File: src/rtl/fetch_line_buf.sv
module fetch_line_buf #(
  parameter int NTHREADS  = 2,
  parameter int ADDR_W    = 32,
  parameter int BLK_BYTES = 32,
  parameter int ID_W      = 4,
  parameter int CNT_W     = 16,
  localparam int TID_W    = (NTHREADS > 1) ? $clog2(NTHREADS) : 1,
  localparam int LINE_W   = BLK_BYTES * 8
) (
  input  logic                clk,
  input  logic                rst_n,
  input  logic                fetch_req,
  input  logic [TID_W-1:0]    fetch_tid,
  input  logic [ADDR_W-1:0]   fetch_pc,
  input  logic                irq_pending,
  output logic                fetch_hit,
  output logic [LINE_W-1:0]   line_out,
  output logic                creq_valid,
  input  logic                creq_ready,
  output logic [ADDR_W-1:0]   creq_addr,
  output logic [TID_W-1:0]    creq_tid,
  output logic [ID_W-1:0]     creq_id,
  input  logic                cache_retry,
  input  logic                cresp_valid,
  input  logic [TID_W-1:0]    cresp_tid,
  input  logic [ID_W-1:0]     cresp_id,
  input  logic [LINE_W-1:0]   cresp_line,
  input  logic [NTHREADS-1:0] squash,
  output logic [NTHREADS-1:0] waiting_o,
  output logic                cache_blocked,
  output logic [CNT_W-1:0]    drop_cnt
);
  localparam logic [ADDR_W-1:0] OFF_MASK = ADDR_W'(BLK_BYTES - 1);

  logic [NTHREADS-1:0] valid_q, wait_q;
  logic [ADDR_W-1:0]   blk_q  [NTHREADS];
  logic [ID_W-1:0]     oid_q  [NTHREADS];
  logic [LINE_W-1:0]   line_q [NTHREADS];

  logic              slot_v;
  logic [TID_W-1:0]  slot_tid;
  logic [ADDR_W-1:0] slot_addr;
  logic [ID_W-1:0]   slot_id;
  logic              blocked_q;
  logic [ID_W-1:0]   idc_q;
  logic [CNT_W-1:0]  drop_q;

  logic [ADDR_W-1:0] aligned;
  logic irq_hold, new_go, resend, accepted, resp_ok, retry_empty;

  assign aligned   = fetch_pc & ~OFF_MASK;
  assign fetch_hit = fetch_req && valid_q[fetch_tid] && (blk_q[fetch_tid] == aligned);
  assign line_out  = line_q[fetch_tid];
  assign irq_hold  = irq_pending && (fetch_pc[1:0] == 2'b00);

  assign new_go = fetch_req && !fetch_hit && !blocked_q && !irq_hold &&
                  !wait_q[fetch_tid] && !squash[fetch_tid];
  assign resend = cache_retry && slot_v && !squash[slot_tid];
  assign retry_empty = cache_retry && (!slot_v || squash[slot_tid]);

  assign creq_valid = new_go || resend;
  assign creq_addr  = resend ? slot_addr : aligned;
  assign creq_tid   = resend ? slot_tid  : fetch_tid;
  assign creq_id    = resend ? slot_id   : idc_q;
  assign accepted   = creq_valid && creq_ready;

  assign resp_ok = cresp_valid && wait_q[cresp_tid] &&
                   (cresp_id == oid_q[cresp_tid]) && !squash[cresp_tid];

  assign waiting_o     = wait_q;
  assign cache_blocked = blocked_q;
  assign drop_cnt      = drop_q;

  always_ff @(posedge clk or negedge rst_n) begin
    if (!rst_n) begin
      valid_q <= '0;
      wait_q  <= '0;
      for (int t = 0; t < NTHREADS; t++) begin
        blk_q[t]  <= '0;
        oid_q[t]  <= '0;
        line_q[t] <= '0;
      end
    end else begin
      for (int t = 0; t < NTHREADS; t++) begin
        if (new_go && fetch_tid == TID_W'(t)) begin
          blk_q[t]   <= aligned;
          valid_q[t] <= 1'b0;
          oid_q[t]   <= idc_q;
        end
        if (squash[t]) begin
          wait_q[t] <= 1'b0;
        end else if (accepted && creq_tid == TID_W'(t)) begin
          wait_q[t] <= 1'b1;
        end else if (resp_ok && cresp_tid == TID_W'(t)) begin
          wait_q[t]  <= 1'b0;
          valid_q[t] <= 1'b1;
          line_q[t]  <= cresp_line;
        end
      end
    end
  end

  always_ff @(posedge clk or negedge rst_n) begin
    if (!rst_n) begin
      slot_v    <= 1'b0;
      slot_tid  <= '0;
      slot_addr <= '0;
      slot_id   <= '0;
      blocked_q <= 1'b0;
      idc_q     <= '0;
      drop_q    <= '0;
    end else begin
      if (retry_empty) blocked_q <= 1'b0;
      if (resend && creq_ready) begin
        slot_v    <= 1'b0;
        blocked_q <= 1'b0;
      end
      if (slot_v && squash[slot_tid]) slot_v <= 1'b0;
      if (new_go) begin
        idc_q <= idc_q + ID_W'(1);
        if (!creq_ready) begin
          slot_v    <= 1'b1;
          slot_tid  <= fetch_tid;
          slot_addr <= aligned;
          slot_id   <= idc_q;
          blocked_q <= 1'b1;
        end
      end
      if (cresp_valid && !resp_ok) drop_q <= drop_q + CNT_W'(1);
    end
  end
endmodule

File: config.mk
export PLATFORM = sky130hd
export DESIGN_NAME = fetch_line_buf
export DESIGN_NICKNAME = d
export VERILOG_FILES = /design/src/rtl/fetch_line_buf.sv
export SDC_FILE = /design/constraint.sdc
export NUM_CORES = 1
export LEC_CHECK = 0
export BUFFER_PORTS_ARGS = -buffer_cell sky130_fd_sc_hd__buf_2
export CORE_AREA = 8 8 235 237
export CTS_CLUSTER_DIAMETER = 80
export DETAILED_ROUTE_END_ITERATION = 10
export DIE_AREA = 0 0 243 245
export MAX_ROUTING_LAYER = met4
export PLACE_DENSITY = 0.8
export SYNTH_ARGS = -nofsm -noshare
export SYNTH_HDL_FRONTEND = slang
export SYNTH_SLANG_ARGS = --single-unit
File: constraint.sdc
create_clock -name clk -period 3.1 [get_ports clk]
set_input_delay 0.155 -clock clk [delete_from_list [all_inputs] [get_ports clk]]
set_output_delay 0.155 -clock clk [all_outputs]
set_load 0.005 [all_outputs]
; After elaboration in Yosys (flattened, before gate mapping)
; Index checks and enable logic that the tools add are counted.
; W data, S select, Z words.
[totals]
regBits = 632
elab_cells = 122
out_inout_bits = 314
inputBits = 303
[op_classes]
n_eq_ne = 2
mux = 46
reduce_logical = 41
add_sub_neg = 2
n_bitwise = 10
n_lt_le_gt_ge = 5
[ops]
columns = cell, n
row1 = $mux W256, 3
row2 = $mux W32, 4
row3 = $mux W1, 35
row4 = $eq A32 B32 Y1, 1
row5 = $logic_and A1 B1 Y1, 24
row6 = $add A16 B1 Y16 const B, 1
row7 = $mux W4, 4
row8 = $logic_not A1 Y1, 9
row9 = $not A1 Y1, 8
row10 = $lt A1 B2 Y1 const B, 3
row11 = $reduce_and A3 Y1, 2
row12 = $reduce_bool A3 Y1, 2
row13 = $add A4 B1 Y4 const B, 1
row14 = $eq A4 B4 Y1, 1
row15 = $ge A2 B2 Y1 const B, 2
row16 = $not A1 Y2, 2
row17 = $logic_not A2 Y1, 1
row18 = $logic_or A1 B1 Y1, 2
row19 = $reduce_and A2 Y1, 1

; Logic depth before layout (Yosys ltp)
[depth]
ltp_word = 17
depth_mapped = 11
ltp_nobuf = 7

; Worst setup path before layout
; No wires, ideal clock.
[synth_path]
kind = reg-to-reg
from = reg slot_tid
to = reg line_q[246] (netlist bit)
setup_ns = 0.125
stages_incl_launch_ff = 10
synth_period_minus_slack_ns = 2.376
required_ns = 2.975
arrival_ns = 2.251
slack_ns = 0.724
n_path_buf = 3
cell_sequence = dfrtp_1 > nand2_1 > o211ai_1 > nor2_1 > mux2i_1 > a31o_2 > clkbuf_1 > buf_4 > buf_4 > mux2_2
[synth_between]
word_cells_on_any_way = 10
cone_classes = mux: 3 / bitwise: 1 / reduce/logical: 6
[synth_rtl]
columns = element, line
row1 = from (decl), 41  ; logic [TID_W-1:0] slot_tid;
row2 = from (signal assigned), 123  ; slot_tid <= fetch_tid;
row3 = $mux W1 (implied by the code) (2 in series), 58  ; assign resend = cache_retry && slot_v && !squash[slot_tid];
row4 = $logic_not A1 Y1, 58
row5 = $logic_and A1 B1 Y1, 58
row6 = $mux W1 (*), 63  ; assign creq_tid = resend ? slot_tid : fetch_tid;
row7 = via creq_tid, 21  ; output logic [TID_W-1:0] creq_tid,
row8 = $logic_and A1 B1 Y1 (*), 92  ; end else if (accepted && creq_tid == TID_W'(t)) begin
row9 = $not A1 Y1 (no source line) (*), -
row10 = $reduce_and A3 Y1 (no source line) (*), -
row11 = "to (signal, indexed assignment)", 97  ; line_q[t] <= cresp_line;
row12 = to (decl), 38  ; logic [LINE_W-1:0] line_q [NTHREADS];
; The timed path passes the listed nets; every way through them passes the cells marked *. The select of a mux whose other input is x is not followed.
; A chain may end at the register's enable or synchronous reset.

; Worst setup path after layout
[layout_path]
from = reg slot_tid
to = reg line_q[22] (netlist bit)
[layout_between]
elab_chain_cells = 9
word_cells_on_any_way = 10
cone_classes = mux: 3 / bitwise: 1 / reduce/logical: 6
[layout_rtl]
columns = element, line
row1 = $mux W1 (implied by the code) (2 in series), 58
row2 = $logic_not A1 Y1, 58
row3 = $logic_and A1 B1 Y1, 58
row4 = $logic_or A1 B1 Y1, 61  ; assign creq_valid = new_go || resend;
row5 = $logic_and A1 B1 Y1, 65  ; assign accepted = creq_valid && creq_ready;
row6 = $logic_and A1 B1 Y1 (*), 92
row7 = $not A1 Y1 (no source line) (*), -
row8 = $reduce_and A3 Y1 (no source line) (*), -
; Every way passes the cells marked *; elsewhere a longest branch is shown, timed or not. The select of a mux whose other input is x is not followed.

==> results.toml <==
[outcome]
status = "finished with violations"
violations = "design-rule violations"

[logic_synthesis]
synthTopCellsByCount = "830 x mux2_2, 632 x dfrtp_1, 106 x nand2_1, 39 x xnor2_1"
ys_seq_elements = 632
synth.avg_cell_area_um2 = 14.9
synth.yosys.seq_area_share_pct = 56.6
synth_cells = 1870
syn-cell-area_um2 = 27900
yosys-top-cells-area = "dfrtp_1 57%, mux2_2 33%, nand2_1 1.4%"
synth_edf_count = 0
yosysTopAreaCellShare_pct = 56.6
synth_most_common_cell = "mux2_2"
ys.flop_type = "dfrtp_1"
yosysUniqueCellTypes = 38
yosys_warnings = 0
async_flop_share_pct = 100
synth_top_cell_by_area = "dfrtp_1"

[clock_network]
cts_root_buf = "clkbuf_16"
cts_tree = "built"
cts_buffer_depth = 3
cts_max_level = 3
cts_buffers = 67
clock_sink_count = 632
ctsResizeCount = 0
path_clk_slew_ps = 70
clock_latency_ps = 590

[floorplanning]
io_pins = 617
die_height_um = 245
core_area_um2 = 51700
die_area_um2 = 59500
die_w_um = 243
initial_core_util_pct = 54.0
rows = 84

[routing]
first_pass_iters = 9
drt_iter0_markers = 1151
wl_per_cell_um = 23.7
num_vias = 19400
postRouteAntennaNets = 0
vias_per_cell = 5.50
drt-total-wl_um = 83500
drc = 2

[worst_setup_path]
r2r_slack_ps = 120
critPathRequiredTime_ps = 3560
cp-end-kind = "flop"
cp_max_fo = 23
worst_setup_path_start_kind = "flop"
worstSetupPathType = "reg2reg"
crit_arrival_ps = 3440

[timing]
rsz0062_at_grt = "false"
period_share_pct = 96.2
clock_skew_ps = 29.1
finalHoldViolCount = 0
fmax_ghz = 0.335
period_minus_slack_ps = 2980
setup_violations = 0
worstMarginPinSlew_ps = 882
relSlewSlack_pct = 41.2
timing.hold.ws_ps = 40.1
slew_viol_final = 0
fin_setup_tns_ps = 0

[grt]
grt_pass1_wl_um = 129000
grt_pass1_vias = 22000
use_met1_pct = 30.6
overflow = 0
track_usage_pct = 28.1
met3_usage_pct = 6.08
busiest_layer = "met2"
met2_usage_pct = 48.7
grt_max_degree = 131
antenna_found_initial = 5

[layout]
seqCellArea_um2 = 15800
layout.nets = 3081
fill_cells = 3161
final_layout_size_suffix_gt1_share_pct = 56.3
syn2layout_area_growth_pct = 32.0
finish.utilization_pct = 71.3
multi_input_area_um2 = 11300

[pwr]
max-vdd-ir-drop_v = 0.000433
power_leakage_nw = 19.6
p_sw_share_pct = 25.2
p_comb_share_pct = 15.3
total_power_mw = 21.2
clockPowerShare_pct = 38.1
p_int_mw = 15.8
p_per_area_nw_per_um2 = 574
seqPwrFrac_pct = 46.5
power.switching_mw = 5.34

[run]
max-cap-violations = 0

[placed_design]
port_buffers = 608
dp_hpwl_um = 51800
gp_routability_congestion = 0.859

[hold_path]
hp-class = "in2reg"
[logic make-up (layout without fill, tap and decap cells)]
| logic type | count (synthesis) | count (layout) | share of synthesized area (%) |
|---|---|---|---|
| mux | 897 | 897 | 36.0 |
| flops | 632 | 632 | 56.6 |
| simple gates | 148 | 148 | 2.28 |
| buf+inv | 124 | 1075 | 2.96 |
| xor+xnor | 49 | 49 | 1.54 |
| compound gates | 17 | 18 | 0.466 |
| fa+ha+maj | 2 | 2 | 0.0896 |
| other cells | 1 | 11 | 0.0134 |
[routing by layer]
metal / routed length [um] / up-vias
met1: 31100 / 9913
li1: - / 8439
met3: 4880 / 234
met4: 3880 / 0
met2: 43600 / 781
met5: 0 / -
[power by group through the flow]
stage | Clock (mW) | Sequential (mW) | Combinational (mW)
after floorplan | 0 | 9.76 | 1.68
after global placement | 0 | 9.85 | 2.74
after detailed placement | 0 | 9.95 | 2.85
after CTS | 8.12 | 9.81 | 3.19
after global routing | 8.52 | 9.96 | 3.49
final | 8.06 | 9.85 | 3.25
[layout by cell type, fill, tap and decap left out, types with 20 or more instances in the layout]
cell,synthesis,layout
buf_12,0,22
clkbuf_16,0,73
buf_2,12,606
dlygate4sd3_1,0,290
dfrtp_1,632,632
mux2_1,34,34
xnor2_1,39,39
nand2_1,106,106
mux2i_1,33,33
mux2_2,830,830
buf_4,34,23
clkbuf_1,34,20
[cell type report]
class                      instances  share of cell area (%)
timing repair buffer             943                    17.9
clock inverter                    16                   0.428
tap                              688                    2.34
multi-input combinational       1119                    30.8
clock buffer                     103                    5.53
sequential                       632                    42.9
antenna                            6                  0.0407
inverter                          13                   0.132
[stage by stage]
| stage | instance area [um2] | setup WS (ps) | std cells |
|---|---|---|---|
| floorplan | 27900 | 724 | 1874 |
| global placement | 31700 | 245 | 3104 |
| detailed placement | 31700 | 116 | 3104 |
| CTS | 36800 | 115 | 3513 |
| global route | 36900 | 42.3 | 3519 |
| finish | 36900 | 118 | 3520 |
[repair_timing]
item                                    in CTS  in global routing
endpoints found under the hold margin      665                  0
hold buffers                               290                  0
setup buffers                                0                  0
endpoints found under the setup margin       0                 48
[registers in the layout, indices dropped and copies added, names as in the netlist]
name           count
drop_cnt          16
slot_tid           1
idc_q              4
cache_blocked      1
valid_q            2
slot_v             1
slot_addr         27
slot_id            4
oid_q              8
line_q           512
waiting_o          2
blk_q             54
[critical path, cell delays in order, from the launching register on]
cell	delay (ps)
dfrtp_1	400
nand2_1	70
o211ai_1	180
nor2_2	200
mux2i_1	480
a31o_4	650
buf_4	430
mux2_2	400
[worst paths after layout]
path,from,endpoint,cells after the start
min in group asynchronous,rst_n,slot_addr[26]$_DFFE_PN0P_,2
max reg2reg,slot_tid$_DFFE_PN0P_,line_q[22]$_DFFE_PN0P_,7
min reg2reg,drop_cnt[15]$_DFFE_PN0P_,drop_cnt[15]$_DFFE_PN0P_,1
min,fetch_tid,slot_tid$_DFFE_PN0P_,3
max in group asynchronous,rst_n,line_q[153]$_DFFE_PN0P_,3
max,slot_tid$_DFFE_PN0P_,line_q[22]$_DFFE_PN0P_,7
No activity file was read; power rests on OpenSTA's default activity.
